--- config.mk ---
export PLATFORM = sky130hd
export DESIGN_NAME = save_seq
export DESIGN_NICKNAME = d
export VERILOG_FILES = /design/src/rtl/save_seq_pkg.sv /design/src/rtl/save_beat_build.sv /design/src/rtl/save_seq_fsm.sv /design/src/rtl/save_seq.sv
export SDC_FILE = /design/constraint.sdc
export NUM_CORES = 1
export LEC_CHECK = 0
export ABC_AREA = 0
export BUFFER_PORTS_ARGS = -buffer_cell sky130_fd_sc_hd__buf_4
export CAP_MARGIN = 10
export CELL_PAD_IN_SITES_DETAIL_PLACEMENT = 1
export CELL_PAD_IN_SITES_GLOBAL_PLACEMENT = 1
export CORE_AREA = 2 2 316 318
export CTS_CLUSTER_DIAMETER = 150
export DETAILED_ROUTE_END_ITERATION = 10
export DIE_AREA = 0 0 318 320
export HOLD_SLACK_MARGIN = 0.05
export MAX_ROUTING_LAYER = met4
export PLACE_DENSITY_LB_ADDON = 0.1
export REMOVE_ABC_BUFFERS = 1
export SLEW_MARGIN = 10
export SYNTH_ARGS = -nofsm -noshare
export SYNTH_HDL_FRONTEND = slang
export SYNTH_SLANG_ARGS = --single-unit
--- constraint.sdc ---
create_clock -name clk -period 3.4 [get_ports clk]
set_input_delay 0.34 -clock clk [delete_from_list [all_inputs] [get_ports clk]]
set_output_delay 0.34 -clock clk [all_outputs]
set_load 0.02 [all_outputs]
--- src/rtl/save_seq_pkg.sv ---
package save_seq_pkg;

    // image offsets are fixed by the layout, independent of parameters
    localparam int OFF_W      = 10;
    localparam int LINE_BYTES = 16;
    localparam int LINE_BITS  = LINE_BYTES * 8;

    localparam int COMP_FP  = 0;
    localparam int COMP_VEC = 1;
    localparam int NUM_COMP = 2;

    localparam logic [OFF_W-1:0] OFF_FP_HEAD   = 10'd0;
    localparam logic [OFF_W-1:0] OFF_FP_DPTR   = 10'd16;
    localparam logic [OFF_W-1:0] OFF_STK_BASE  = 10'd32;
    localparam logic [OFF_W-1:0] OFF_VEC_CTL   = 10'd16;
    localparam logic [OFF_W-1:0] OFF_VREG_BASE = 10'd160;
    localparam logic [OFF_W-1:0] OFF_BITMAP    = 10'd512;

    localparam logic [LINE_BYTES-1:0] BE_FULL  = 16'hFFFF;
    localparam logic [LINE_BYTES-1:0] BE_LOW8  = 16'h00FF;
    localparam logic [LINE_BYTES-1:0] BE_HIGH8 = 16'hFF00;

    typedef enum logic [3:0] {
        ST_IDLE,
        ST_MAP_RD,
        ST_MAP_WAIT,
        ST_FP_HEAD,
        ST_FP_DPTR,
        ST_FP_STK,
        ST_VEC_CTL,
        ST_VEC_REG,
        ST_MAP_WR,
        ST_DONE,
        ST_FAULT
    } seq_state_e;

    typedef struct packed {
        logic [OFF_W-1:0]      off;
        logic [LINE_BYTES-1:0] be;
        logic [LINE_BITS-1:0]  data;
    } beat_t;

    typedef struct packed {
        logic [15:0] ctrl;
        logic [15:0] stat;
        logic [7:0]  tag;
        logic [15:0] opc;
        logic [63:0] ip;
        logic [15:0] cs;
        logic [63:0] dp;
        logic [15:0] ds;
    } fp_ctx_t;

    // control/status words, tag, opcode, then the instruction pointer
    function automatic logic [LINE_BITS-1:0] fp_head_line(fp_ctx_t c, logic wide);
        logic [63:0] ptr;
        ptr = wide ? c.ip : {16'h0000, c.cs, c.ip[31:0]};
        return {ptr, c.opc, 8'h00, c.tag, c.stat, c.ctrl};
    endfunction

    // data pointer only: the upper half belongs to the vector component
    function automatic logic [LINE_BITS-1:0] fp_dptr_line(fp_ctx_t c, logic wide);
        logic [63:0] ptr;
        ptr = wide ? c.dp : {16'h0000, c.ds, c.dp[31:0]};
        return {64'h0, ptr};
    endfunction

    function automatic logic [LINE_BITS-1:0] stack_line(logic [63:0] frac, logic [15:0] sexp);
        return {48'h0, sexp, frac};
    endfunction

    function automatic logic [LINE_BITS-1:0] vec_ctl_line(logic [31:0] csr, logic [31:0] msk);
        return {msk, csr, 64'h0};
    endfunction

    function automatic logic [OFF_W-1:0] slot_off(logic [OFF_W-1:0] base, logic [OFF_W-5:0] idx);
        return base + {idx, 4'b0000};
    endfunction

endpackage

--- src/rtl/save_beat_build.sv ---
module save_beat_build
    import save_seq_pkg::*;
#(
    parameter int IDX_W = 4
) (
    input  seq_state_e             state,
    input  logic [IDX_W-1:0]       idx,
    input  logic                   wide,
    input  logic [NUM_COMP-1:0]    stored,
    input  fp_ctx_t                fp,
    input  logic [63:0]            stk_frac,
    input  logic [15:0]            stk_exp,
    input  logic [31:0]            vec_csr,
    input  logic [31:0]            vec_csr_mask,
    input  logic [LINE_BITS-1:0]   vreg_data,
    input  logic [63:0]            map_q,
    output beat_t                  beat
);

    localparam int SLOT_W = OFF_W - 4;

    logic [SLOT_W-1:0] slot;
    logic [63:0]       map_out;

    assign slot    = SLOT_W'(idx);
    assign map_out = map_q | 64'(stored);

    always_comb begin
        beat = '0;
        unique case (state)
            ST_FP_HEAD: begin
                beat.off  = OFF_FP_HEAD;
                beat.be   = BE_FULL;
                beat.data = fp_head_line(fp, wide);
            end
            ST_FP_DPTR: begin
                beat.off  = OFF_FP_DPTR;
                beat.be   = BE_LOW8;
                beat.data = fp_dptr_line(fp, wide);
            end
            ST_FP_STK: begin
                beat.off  = slot_off(OFF_STK_BASE, slot);
                beat.be   = BE_FULL;
                beat.data = stack_line(stk_frac, stk_exp);
            end
            ST_VEC_CTL: begin
                beat.off  = OFF_VEC_CTL;
                beat.be   = BE_HIGH8;
                beat.data = vec_ctl_line(vec_csr, vec_csr_mask);
            end
            ST_VEC_REG: begin
                beat.off  = slot_off(OFF_VREG_BASE, slot);
                beat.be   = BE_FULL;
                beat.data = vreg_data;
            end
            ST_MAP_WR: begin
                beat.off  = OFF_BITMAP;
                beat.be   = BE_LOW8;
                beat.data = {64'h0, map_out};
            end
            default: beat = '0;
        endcase
    end

endmodule

--- src/rtl/save_seq_fsm.sv ---
module save_seq_fsm
    import save_seq_pkg::*;
#(
    parameter int ADDR_W          = 32,
    parameter int ALIGN_LOG2      = 6,
    parameter int NUM_STK         = 8,
    parameter int NUM_VREG        = 16,
    parameter int NUM_VREG_NARROW = 8,
    parameter int IDX_W           = 4
) (
    input  logic                clk,
    input  logic                rst,
    input  logic                start,
    input  logic [ADDR_W-1:0]   base_addr,
    input  logic [NUM_COMP-1:0] req_mask,
    input  logic [NUM_COMP-1:0] en_mask,
    input  logic                op64,
    input  logic                long_mode,
    input  logic                wr_ready,
    input  logic                rd_ready,
    input  logic                rd_rvalid,
    input  logic [63:0]         rd_rdata,
    output seq_state_e          state,
    output logic [IDX_W-1:0]    idx,
    output logic [ADDR_W-1:0]   base_q,
    output logic                wide_q,
    output logic [NUM_COMP-1:0] stored_q,
    output logic [63:0]         map_q
);

    localparam logic [IDX_W-1:0] STK_LAST    = IDX_W'(NUM_STK - 1);
    localparam logic [IDX_W-1:0] VREG_LAST   = IDX_W'(NUM_VREG - 1);
    localparam logic [IDX_W-1:0] VREG_LAST_N = IDX_W'(NUM_VREG_NARROW - 1);

    logic long_q;
    logic misaligned;
    logic [IDX_W-1:0] vreg_last;
    seq_state_e after_map;
    seq_state_e after_stk;

    assign misaligned = |base_addr[ALIGN_LOG2-1:0];
    assign vreg_last  = long_q ? VREG_LAST : VREG_LAST_N;
    assign after_map  = stored_q[COMP_FP]  ? ST_FP_HEAD :
                        stored_q[COMP_VEC] ? ST_VEC_CTL : ST_MAP_WR;
    assign after_stk  = stored_q[COMP_VEC] ? ST_VEC_CTL : ST_MAP_WR;

    always_ff @(posedge clk) begin
        if (rst) begin
            state    <= ST_IDLE;
            idx      <= '0;
            base_q   <= '0;
            wide_q   <= 1'b0;
            long_q   <= 1'b0;
            stored_q <= '0;
            map_q    <= '0;
        end else begin
            unique case (state)
                ST_IDLE: if (start) begin
                    base_q   <= base_addr;
                    wide_q   <= op64;
                    long_q   <= long_mode;
                    stored_q <= req_mask & en_mask;
                    idx      <= '0;
                    state    <= misaligned ? ST_FAULT : ST_MAP_RD;
                end
                ST_MAP_RD:   if (rd_ready) state <= ST_MAP_WAIT;
                ST_MAP_WAIT: if (rd_rvalid) begin
                    map_q <= rd_rdata;
                    state <= after_map;
                end
                ST_FP_HEAD:  if (wr_ready) state <= ST_FP_DPTR;
                ST_FP_DPTR:  if (wr_ready) begin
                    idx   <= '0;
                    state <= ST_FP_STK;
                end
                ST_FP_STK:   if (wr_ready) begin
                    if (idx == STK_LAST) begin
                        idx   <= '0;
                        state <= after_stk;
                    end else begin
                        idx <= idx + 1'b1;
                    end
                end
                ST_VEC_CTL:  if (wr_ready) begin
                    idx   <= '0;
                    state <= ST_VEC_REG;
                end
                ST_VEC_REG:  if (wr_ready) begin
                    if (idx == vreg_last) begin
                        idx   <= '0;
                        state <= ST_MAP_WR;
                    end else begin
                        idx <= idx + 1'b1;
                    end
                end
                ST_MAP_WR:   if (wr_ready) state <= ST_DONE;
                ST_DONE:     state <= ST_IDLE;
                ST_FAULT:    state <= ST_IDLE;
                default:     state <= ST_IDLE;
            endcase
        end
    end

endmodule

--- src/rtl/save_seq.sv ---
module save_seq
    import save_seq_pkg::*;
#(
    parameter int ADDR_W          = 32,
    parameter int ALIGN_LOG2      = 6,
    parameter int NUM_STK         = 8,
    parameter int NUM_VREG        = 16,
    parameter int NUM_VREG_NARROW = 8
) (
    input  logic                          clk,
    input  logic                          rst,
    input  logic                          start,
    input  logic [ADDR_W-1:0]             base_addr,
    input  logic [1:0]                    req_mask,
    input  logic [1:0]                    en_mask,
    input  logic                          op64,
    input  logic                          long_mode,
    input  logic [15:0]                   fpu_ctrl,
    input  logic [15:0]                   fpu_stat,
    input  logic [7:0]                    fpu_tag,
    input  logic [15:0]                   fpu_opc,
    input  logic [63:0]                   fpu_ip,
    input  logic [15:0]                   fpu_cs,
    input  logic [63:0]                   fpu_dp,
    input  logic [15:0]                   fpu_ds,
    output logic [$clog2(NUM_STK)-1:0]    stk_idx,
    input  logic [63:0]                   stk_frac,
    input  logic [15:0]                   stk_exp,
    input  logic [31:0]                   vec_csr,
    input  logic [31:0]                   vec_csr_mask,
    output logic [$clog2(NUM_VREG)-1:0]   vreg_idx,
    input  logic [127:0]                  vreg_data,
    output logic                          rd_valid,
    input  logic                          rd_ready,
    output logic [ADDR_W-1:0]             rd_addr,
    input  logic                          rd_rvalid,
    input  logic [63:0]                   rd_rdata,
    output logic                          wr_valid,
    input  logic                          wr_ready,
    output logic [ADDR_W-1:0]             wr_addr,
    output logic [15:0]                   wr_be,
    output logic [127:0]                  wr_data,
    output logic                          done,
    output logic                          fault
);

    localparam int STK_W  = $clog2(NUM_STK);
    localparam int VREG_W = $clog2(NUM_VREG);
    localparam int IDX_W  = (VREG_W > STK_W) ? VREG_W : STK_W;

    seq_state_e          state;
    logic [IDX_W-1:0]    idx;
    logic [ADDR_W-1:0]   base_q;
    logic                wide_q;
    logic [NUM_COMP-1:0] stored_q;
    logic [63:0]         map_q;
    logic                busy;
    fp_ctx_t             fp;
    beat_t               beat;

    assign fp = '{ctrl: fpu_ctrl, stat: fpu_stat, tag: fpu_tag, opc: fpu_opc,
                  ip: fpu_ip, cs: fpu_cs, dp: fpu_dp, ds: fpu_ds};

    save_seq_fsm #(
        .ADDR_W          (ADDR_W),
        .ALIGN_LOG2      (ALIGN_LOG2),
        .NUM_STK         (NUM_STK),
        .NUM_VREG        (NUM_VREG),
        .NUM_VREG_NARROW (NUM_VREG_NARROW),
        .IDX_W           (IDX_W)
    ) u_fsm (
        .clk       (clk),
        .rst       (rst),
        .start     (start),
        .base_addr (base_addr),
        .req_mask  (req_mask),
        .en_mask   (en_mask),
        .op64      (op64),
        .long_mode (long_mode),
        .wr_ready  (wr_ready),
        .rd_ready  (rd_ready),
        .rd_rvalid (rd_rvalid),
        .rd_rdata  (rd_rdata),
        .state     (state),
        .idx       (idx),
        .base_q    (base_q),
        .wide_q    (wide_q),
        .stored_q  (stored_q),
        .map_q     (map_q)
    );

    save_beat_build #(
        .IDX_W (IDX_W)
    ) u_build (
        .state        (state),
        .idx          (idx),
        .wide         (wide_q),
        .stored       (stored_q),
        .fp           (fp),
        .stk_frac     (stk_frac),
        .stk_exp      (stk_exp),
        .vec_csr      (vec_csr),
        .vec_csr_mask (vec_csr_mask),
        .vreg_data    (vreg_data),
        .map_q        (map_q),
        .beat         (beat)
    );

    assign busy     = (state != ST_IDLE);
    assign stk_idx  = idx[STK_W-1:0];
    assign vreg_idx = idx[VREG_W-1:0];

    assign rd_valid = (state == ST_MAP_RD);
    assign rd_addr  = base_q + ADDR_W'(OFF_BITMAP);

    assign wr_valid = (state inside {ST_FP_HEAD, ST_FP_DPTR, ST_FP_STK,
                                     ST_VEC_CTL, ST_VEC_REG, ST_MAP_WR});
    assign wr_addr  = base_q + ADDR_W'(beat.off);
    assign wr_be    = beat.be;
    assign wr_data  = beat.data;

    assign done  = (state == ST_DONE);
    assign fault = (state == ST_FAULT);

endmodule

# After elaboration in Yosys (flattened, before gate mapping)
# Index checks and enable logic that the tools add are counted.
dict set report word_totals {
  ff_bits 108
  in_bits 596
  out_inout_bits 219
  elab_cells 73
}
dict set report classes {
  addsub 5
  eq_ne 24
  n_mux 26
  bitwise 2
  n_reduce_logical 9
}
# cell n
set ops {}
lappend ops {{154-bit case mux with 6 select lines} 1}
lappend ops {{64-bit 2-to-1 mux} 2}
lappend ops {{4-bit 2-to-1 mux} 21}
lappend ops {{64-bit by 2-bit bitwise OR with 64-bit output} 1}
lappend ops {{4-bit case mux with 9 select lines} 1}
lappend ops {{32-bit by 10-bit adder with 32-bit output} 1}
lappend ops {{32-bit by 10-bit adder with 32-bit output, second input constant} 1}
lappend ops {{4-bit by 3-bit == test with 1-bit output, second input constant} 5}
lappend ops {{2-bit != test, second input constant} 8}
lappend ops {{4-bit case mux with 4 select lines} 1}
lappend ops {{4-bit == test, second input constant} 3}
lappend ops {{11-bit AND reduction} 1}
lappend ops {{6-bit by 8-bit adder with 9-bit output, first input constant} 1}
lappend ops {{8-bit by 8-bit adder with 9-bit output, first input constant} 1}
lappend ops {{4-bit by 2-bit == test with 1-bit output, second input constant} 2}
lappend ops {{2-bit by 1-bit != test with 1-bit output, second input constant} 4}
lappend ops {{6-bit nonzero test} 1}
lappend ops {{6-bit OR reduction} 1}
lappend ops {{5-bit AND reduction} 1}
lappend ops {{4-bit by 1-bit adder with 4-bit output, second input constant} 1}
lappend ops {{4-bit by 1-bit == test with 1-bit output, second input constant} 1}
lappend ops {{4-bit == test} 1}
lappend ops {{4-bit zero test} 1}
lappend ops {{2-bit AND reduction} 2}
lappend ops {{3 further kinds} 3}

# Depth between registers and ports, before layout
dict set report depth {
  ltp_word 5
  depth_mapped 15
}

# By module
# A second synthesis with hierarchy kept.
dict set report unflattened {
  hier_cells 1304
  area_unflattened_um2 9545.4
}
# mod n_inst cells_per_inst area_per_inst_um2
set by_module_without_submodules {}
lappend by_module_without_submodules {save_seq_fsm 1 518 4083.9}
lappend by_module_without_submodules {save_beat_build 1 591 4080.2}
lappend by_module_without_submodules {save_seq 1 195 1381.3}

# Worst setup path before layout
# Ideal clock, no wire load.
dict set report synth_timing {
  kind {reg2out}
  startpoint {reg u_fsm.state[1]}
  endpoint {out wr_addr[26]}
  arrival_ps 3508
  required_time_ps 3060
  path_slack_ps -448
  stages_incl_launch_ff 16
  cell_sequence {dfxtp_1 buf_6 buf_2 nand2_1 nor2_1 clkbuf_1 buf_2 ha_1 a31oi_1 nor2_1 ha_1 and3_1 a221oi_1 nor4_2 nand4_1 xnor2_1}
}
dict set report synth_between {
  elab_chain_cells 3
  elab_cells_between_ends 8
}
# element line
set synth_rtl {}
lappend synth_rtl {{start, declared} save_seq_fsm.sv:23} ;# output seq_state_e state,
lappend synth_rtl {{start signal, assigned} save_seq_fsm.sv:64} ;# state <= misaligned ? ST_FAULT : ST_MAP_RD;
lappend synth_rtl {{start signal, assigned} save_seq_fsm.sv:69} ;# state <= after_map;
lappend synth_rtl {{start signal, assigned} save_seq_fsm.sv:79} ;# state <= after_stk;
lappend synth_rtl {{4-bit == test (tied with other cells)} save_beat_build.sv:30} ;# unique case (state)
lappend synth_rtl {{154-bit case mux with 6 select lines *} save_beat_build.sv:30}
lappend synth_rtl {{32-bit by 10-bit adder with 32-bit output *} save_seq.sv:118} ;# assign wr_addr = base_q + ADDR_W'(beat.off);
lappend synth_rtl {{end, declared} save_seq.sv:40} ;# output logic [ADDR_W-1:0] wr_addr,
# Every way passes the cells marked *; elsewhere a longest branch is shown, timed or not.

# Final worst setup path
# Ends and elaborated chain as after synthesis.

==> run summary <==
Run status
• finished clean — run status

Timing
• 3.34 ns — final critical-path required period
• 0 — final hold violation count
• 0.0128 ns — Clock Skew
• 0.0565 ns — final setup margin
• 0 — Final Slew Violations
• 0 — Final Setup Violations
• 0.955 ns — transition time of the tightest slew-check pin
• yes — unrepaired setup endpoints after global routing
• 36.4% — worst slew margin relative to its limit
• 0.185 ns — worst hold margin
• 299 MHz — maximum frequency from static timing analysis
• 98.3% — period utilisation layout

Setup path
• 3.06 ns — endpoint required time on the critical path
• flip-flop — sort of element at the start of the critical path
• 7 — depth of the worst register-to-register path
• primary output — endpoint kind of the worst setup timing path
• reg2out — Worst Path Class, Setup
• 1.19 ns — reg-to-reg slack, setup
• u_fsm.wide_q — R2R Path End
• 6 — peak fanout along the critical path
• 3.00 ns — critical path data arrival time
• u_fsm.state[0] — worst reg2reg startpoint

Logic synthesis
• 25.5% — share of the synthesized area in the top cell type
• sky130_fd_sc_hd__nand2_1 — most used standard cell by instance count after synthesis
• 0 — EDFF count, synth
• 25.5% — sequential share of the synthesized area
• 1.71% — area share of fa/ha/maj cells after synthesis
• 4.96% — parity-gate share of the synthesized area counting xor and xnor cells
• 1230 — synthesized instance count
• 6.89 µm² — mean instance size in the synthesized netlist
• 30.2% — area fraction in compound gates after synthesis
• 0.00847 mm² — synthesized area
• sky130_fd_sc_hd__dfxtp_1, sky130_fd_sc_hd__nand2_1, sky130_fd_sc_hd__a22oi_1 — biggest area contributors in the synthesized netlist
• 3.91% — multiplexer share of the synthesized area
• compound AO/OA/AOI/OAI gates — dominant combinational cell family by area after synthesis
• 24.4% — simple-gate share of the synthesized area
• sky130_fd_sc_hd__nand2_1, sky130_fd_sc_hd__a22oi_1, sky130_fd_sc_hd__a21oi_1, sky130_fd_sc_hd__dfxtp_1, sky130_fd_sc_hd__clkbuf_1 — cell types with the highest counts after synthesis
• 0 — yosys synthesis warning count
• sky130_fd_sc_hd__dfxtp_1 — Yosys top cell by area
• 57 — post-synth cell types
• sky130_fd_sc_hd__dfxtp_1 — Post-synth top flop
• 108 — Yosys reg bits
• 0% — fraction of registers with async set or reset after synthesis

Placed design
• 0.917 — routability cong.
• 71500 µm — Final HPWL DP
• 814 — I/O Buffers
• -0.0742 ns — Worst Setup Slack post-DPL

Detailed routing
• 0 — DRC errors left
• 8 — number of iterations in the first detailed-routing pass
• 86800 µm — Total Routed Length
• 3.83 — detailed-route vias per instance
• 26.6 µm — wire per inst
• 660 — initial drt markers
• 12504 — routed vias
• 0 — number of antenna-violating nets in the routed design

Cells and area
• 2575 — Net count, final
• 0.00572 mm² — combined area of the multi-input logic cells
• 11761 — # fillers
• 46.9% — ratio of cells with drive above 1 in the final layout
• 0.00217 mm² — FF/Latch Area
• 96.2% — post-synthesis to final-layout area growth

CTS
• sky130_fd_sc_hd__clkbuf_16 — root cell of the clock tree
• 0.39 ns — clock insertion delay at the later pin of the skew report
• 2 — maximum count of clock buffers along a single path
• 0.10 ns — CTS clk-pin slew, worst paths
• 3 — maximum level of the CTS H-tree
• 9 — number of buffers added by the clock tree synthesis step
• built — CTS tree
• 0 — number of hold buffers added after CTS
• 108 — Num Clock Sinks

Die
• 815 — I/O Pins
• 320 µm — die height
• 0.102 mm² — area of the die
• 318 µm — Die Span X
• 0.0980 mm² — core area
• 8.64% — Initial Util
• 115 — std cell rows

Power
• 250 µV — maximum resistive drop on vdd
• 0.00740 µW — leakage power total
• 7420 µW — Pwr Total
• 446 mW/mm² — PwrDens

Global route
• 116000 µm — first-pass GRT wire length
• 0 — grt total ovfl
• 15 — antenna violations before repair
• 13354 — vias in the first global route
• 121 — largest net degree at the start of global routing
• 16.9% — global-route total usage across every layer

Job
• 0 — maxcap violations

Hold path
• in2reg — worst hold path type
• 3 — depth of the worst hold-timing path
• rd_rdata[23] — Hold Path Origin
• u_fsm.map_q[23] — hold worst-path end

==> per-layer routing <==
| metal | GRT usage, % | vias to the layer above | part of all wire (%) |
|---|---|---|---|
| li1 | - | 5862 | - |
| met3 | 4.48 | 34 | 6.0 |
| met4 | 2.67 | 0 | 1.3 |
| met5 | - | - | 0 |
| met2 | 31.1 | 466 | 53 |
| met1 | 18.3 | 6142 | 39 |
==> repair_timing <==
| action | 4_1_cts | 5_1_grt |
|---|---|---|
| gates resized for setup | 21 | 15 |
| buffers inserted | 4 | 3 |
| setup endpoints to repair | 28 | 40 |
| pin swaps | 6 | 8 |
==> state kept, by name, indices dropped and copies added, names as in the netlist <==
register	count
u_fsm.base_q	32
u_fsm.idx	4
u_fsm.long_q	1
u_fsm.map_q	64
u_fsm.state	4
u_fsm.stored_q	2
u_fsm.wide_q	1
==> per-stage QoR <==
stage                     setup TNS, ns  cell area [µm²]  util, %  instances
final                                 0            16600     17.0       3269
after global routing              -1.42            16600     17.0       3269
after CTS                       -0.0273            16500     16.8       3258
after detailed placement         -0.231            16000     16.4       3238
after global placement          -0.0904            16000     16.4       3238
after floorplan                 -448.49             7770        -       1087
==> layout by cell type (no fill, tap or decap), types with 4 or more instances in the layout <==
master,netlist,routed
sky130_fd_sc_hd__diode_2,0,9
sky130_fd_sc_hd__xor2_1,14,14
sky130_fd_sc_hd__buf_6,1,6
sky130_fd_sc_hd__a221o_1,16,16
sky130_fd_sc_hd__nor2_4,0,4
sky130_fd_sc_hd__clkbuf_16,0,9
sky130_fd_sc_hd__buf_12,0,11
sky130_fd_sc_hd__mux2i_1,32,32
sky130_fd_sc_hd__xnor2_2,0,5
sky130_fd_sc_hd__inv_1,24,24
sky130_fd_sc_hd__xnor2_1,34,29
sky130_fd_sc_hd__nand3_1,66,64
sky130_fd_sc_hd__nor2_1,26,22
sky130_fd_sc_hd__nand2b_1,5,4
sky130_fd_sc_hd__o21ai_0,41,41
sky130_fd_sc_hd__buf_4,30,853
sky130_fd_sc_hd__nand4_1,6,6
sky130_fd_sc_hd__and3_1,9,6
sky130_fd_sc_hd__nor3_1,10,7
sky130_fd_sc_hd__ha_1,10,8
sky130_fd_sc_hd__a21o_1,4,4
sky130_fd_sc_hd__a222oi_1,16,16
sky130_fd_sc_hd__and4_1,6,6
sky130_fd_sc_hd__nand2_1,334,332
sky130_fd_sc_hd__a21oi_1,117,116
sky130_fd_sc_hd__dfxtp_1,108,104
sky130_fd_sc_hd__a22oi_1,164,164
==> final cells by class <==
cell class	instances	share of cell area (%)
inverters	24	0.542
multi-input cells	955	34.4
diodes	9	0.136
clock inverters	7	0.565
repair buffers	870	40.3
flip-flops and latches	108	13.1
clock buffers	9	1.36
well taps	1287	9.69
==> critical path, stage by stage, from the launching register on <==
cell and delay [ns]:
sky130_fd_sc_hd__dfxtp_1 0.35, sky130_fd_sc_hd__nand2_2 0.09, sky130_fd_sc_hd__nor2_4 0.15, sky130_fd_sc_hd__ha_4 0.22
sky130_fd_sc_hd__a31oi_1 0.13, sky130_fd_sc_hd__nor2_1 0.09, sky130_fd_sc_hd__ha_1 0.31, sky130_fd_sc_hd__a21o_1 0.22
sky130_fd_sc_hd__a221oi_4 0.41, sky130_fd_sc_hd__nor4_4 0.10, sky130_fd_sc_hd__buf_6 0.15, sky130_fd_sc_hd__nand4_1 0.10
sky130_fd_sc_hd__xnor2_1 0.13, sky130_fd_sc_hd__buf_4 0.17
==> cells by family after synthesis <==
kind of cell | Yosys count
AO/OA/AOI/OAI | 380
AND/OR/NAND/NOR | 483
buffers and inverters | 167
multiplexers | 33
flip-flops | 108
XOR/XNOR | 48
adder cells (fa/ha/maj) | 11
==> how the worst max path moves through the flow <==
stage | endpoint | slack, ns | start | cells past startpoint
2_1_floorplan | wr_addr[26] | -4.48 | u_fsm.state[0] | 11
3_3_place_gp | wr_addr[21] | -0.02 | u_fsm.state[3] | 12
3_5_place_dp | wr_addr[17] | -0.07 | u_fsm.state[3] | 12
4_1_cts | wr_addr[26] | -0.03 | u_fsm.state[3] | 14
5_1_grt | wr_addr[26] | -0.15 | u_fsm.state[2] | 13
6_report | wr_addr[26] | 0.06 | u_fsm.state[1] | 13
==> report_power, final <==
group | internal, µW | total, µW | switching (µW)
clock | 593 | 1230 | 635
sequential | 1470 | 1740 | 266
combinational | 1790 | 4450 | 2670
total | 3850 | 7420 | 3570
No activity file was read; power rests on OpenSTA's default activity.
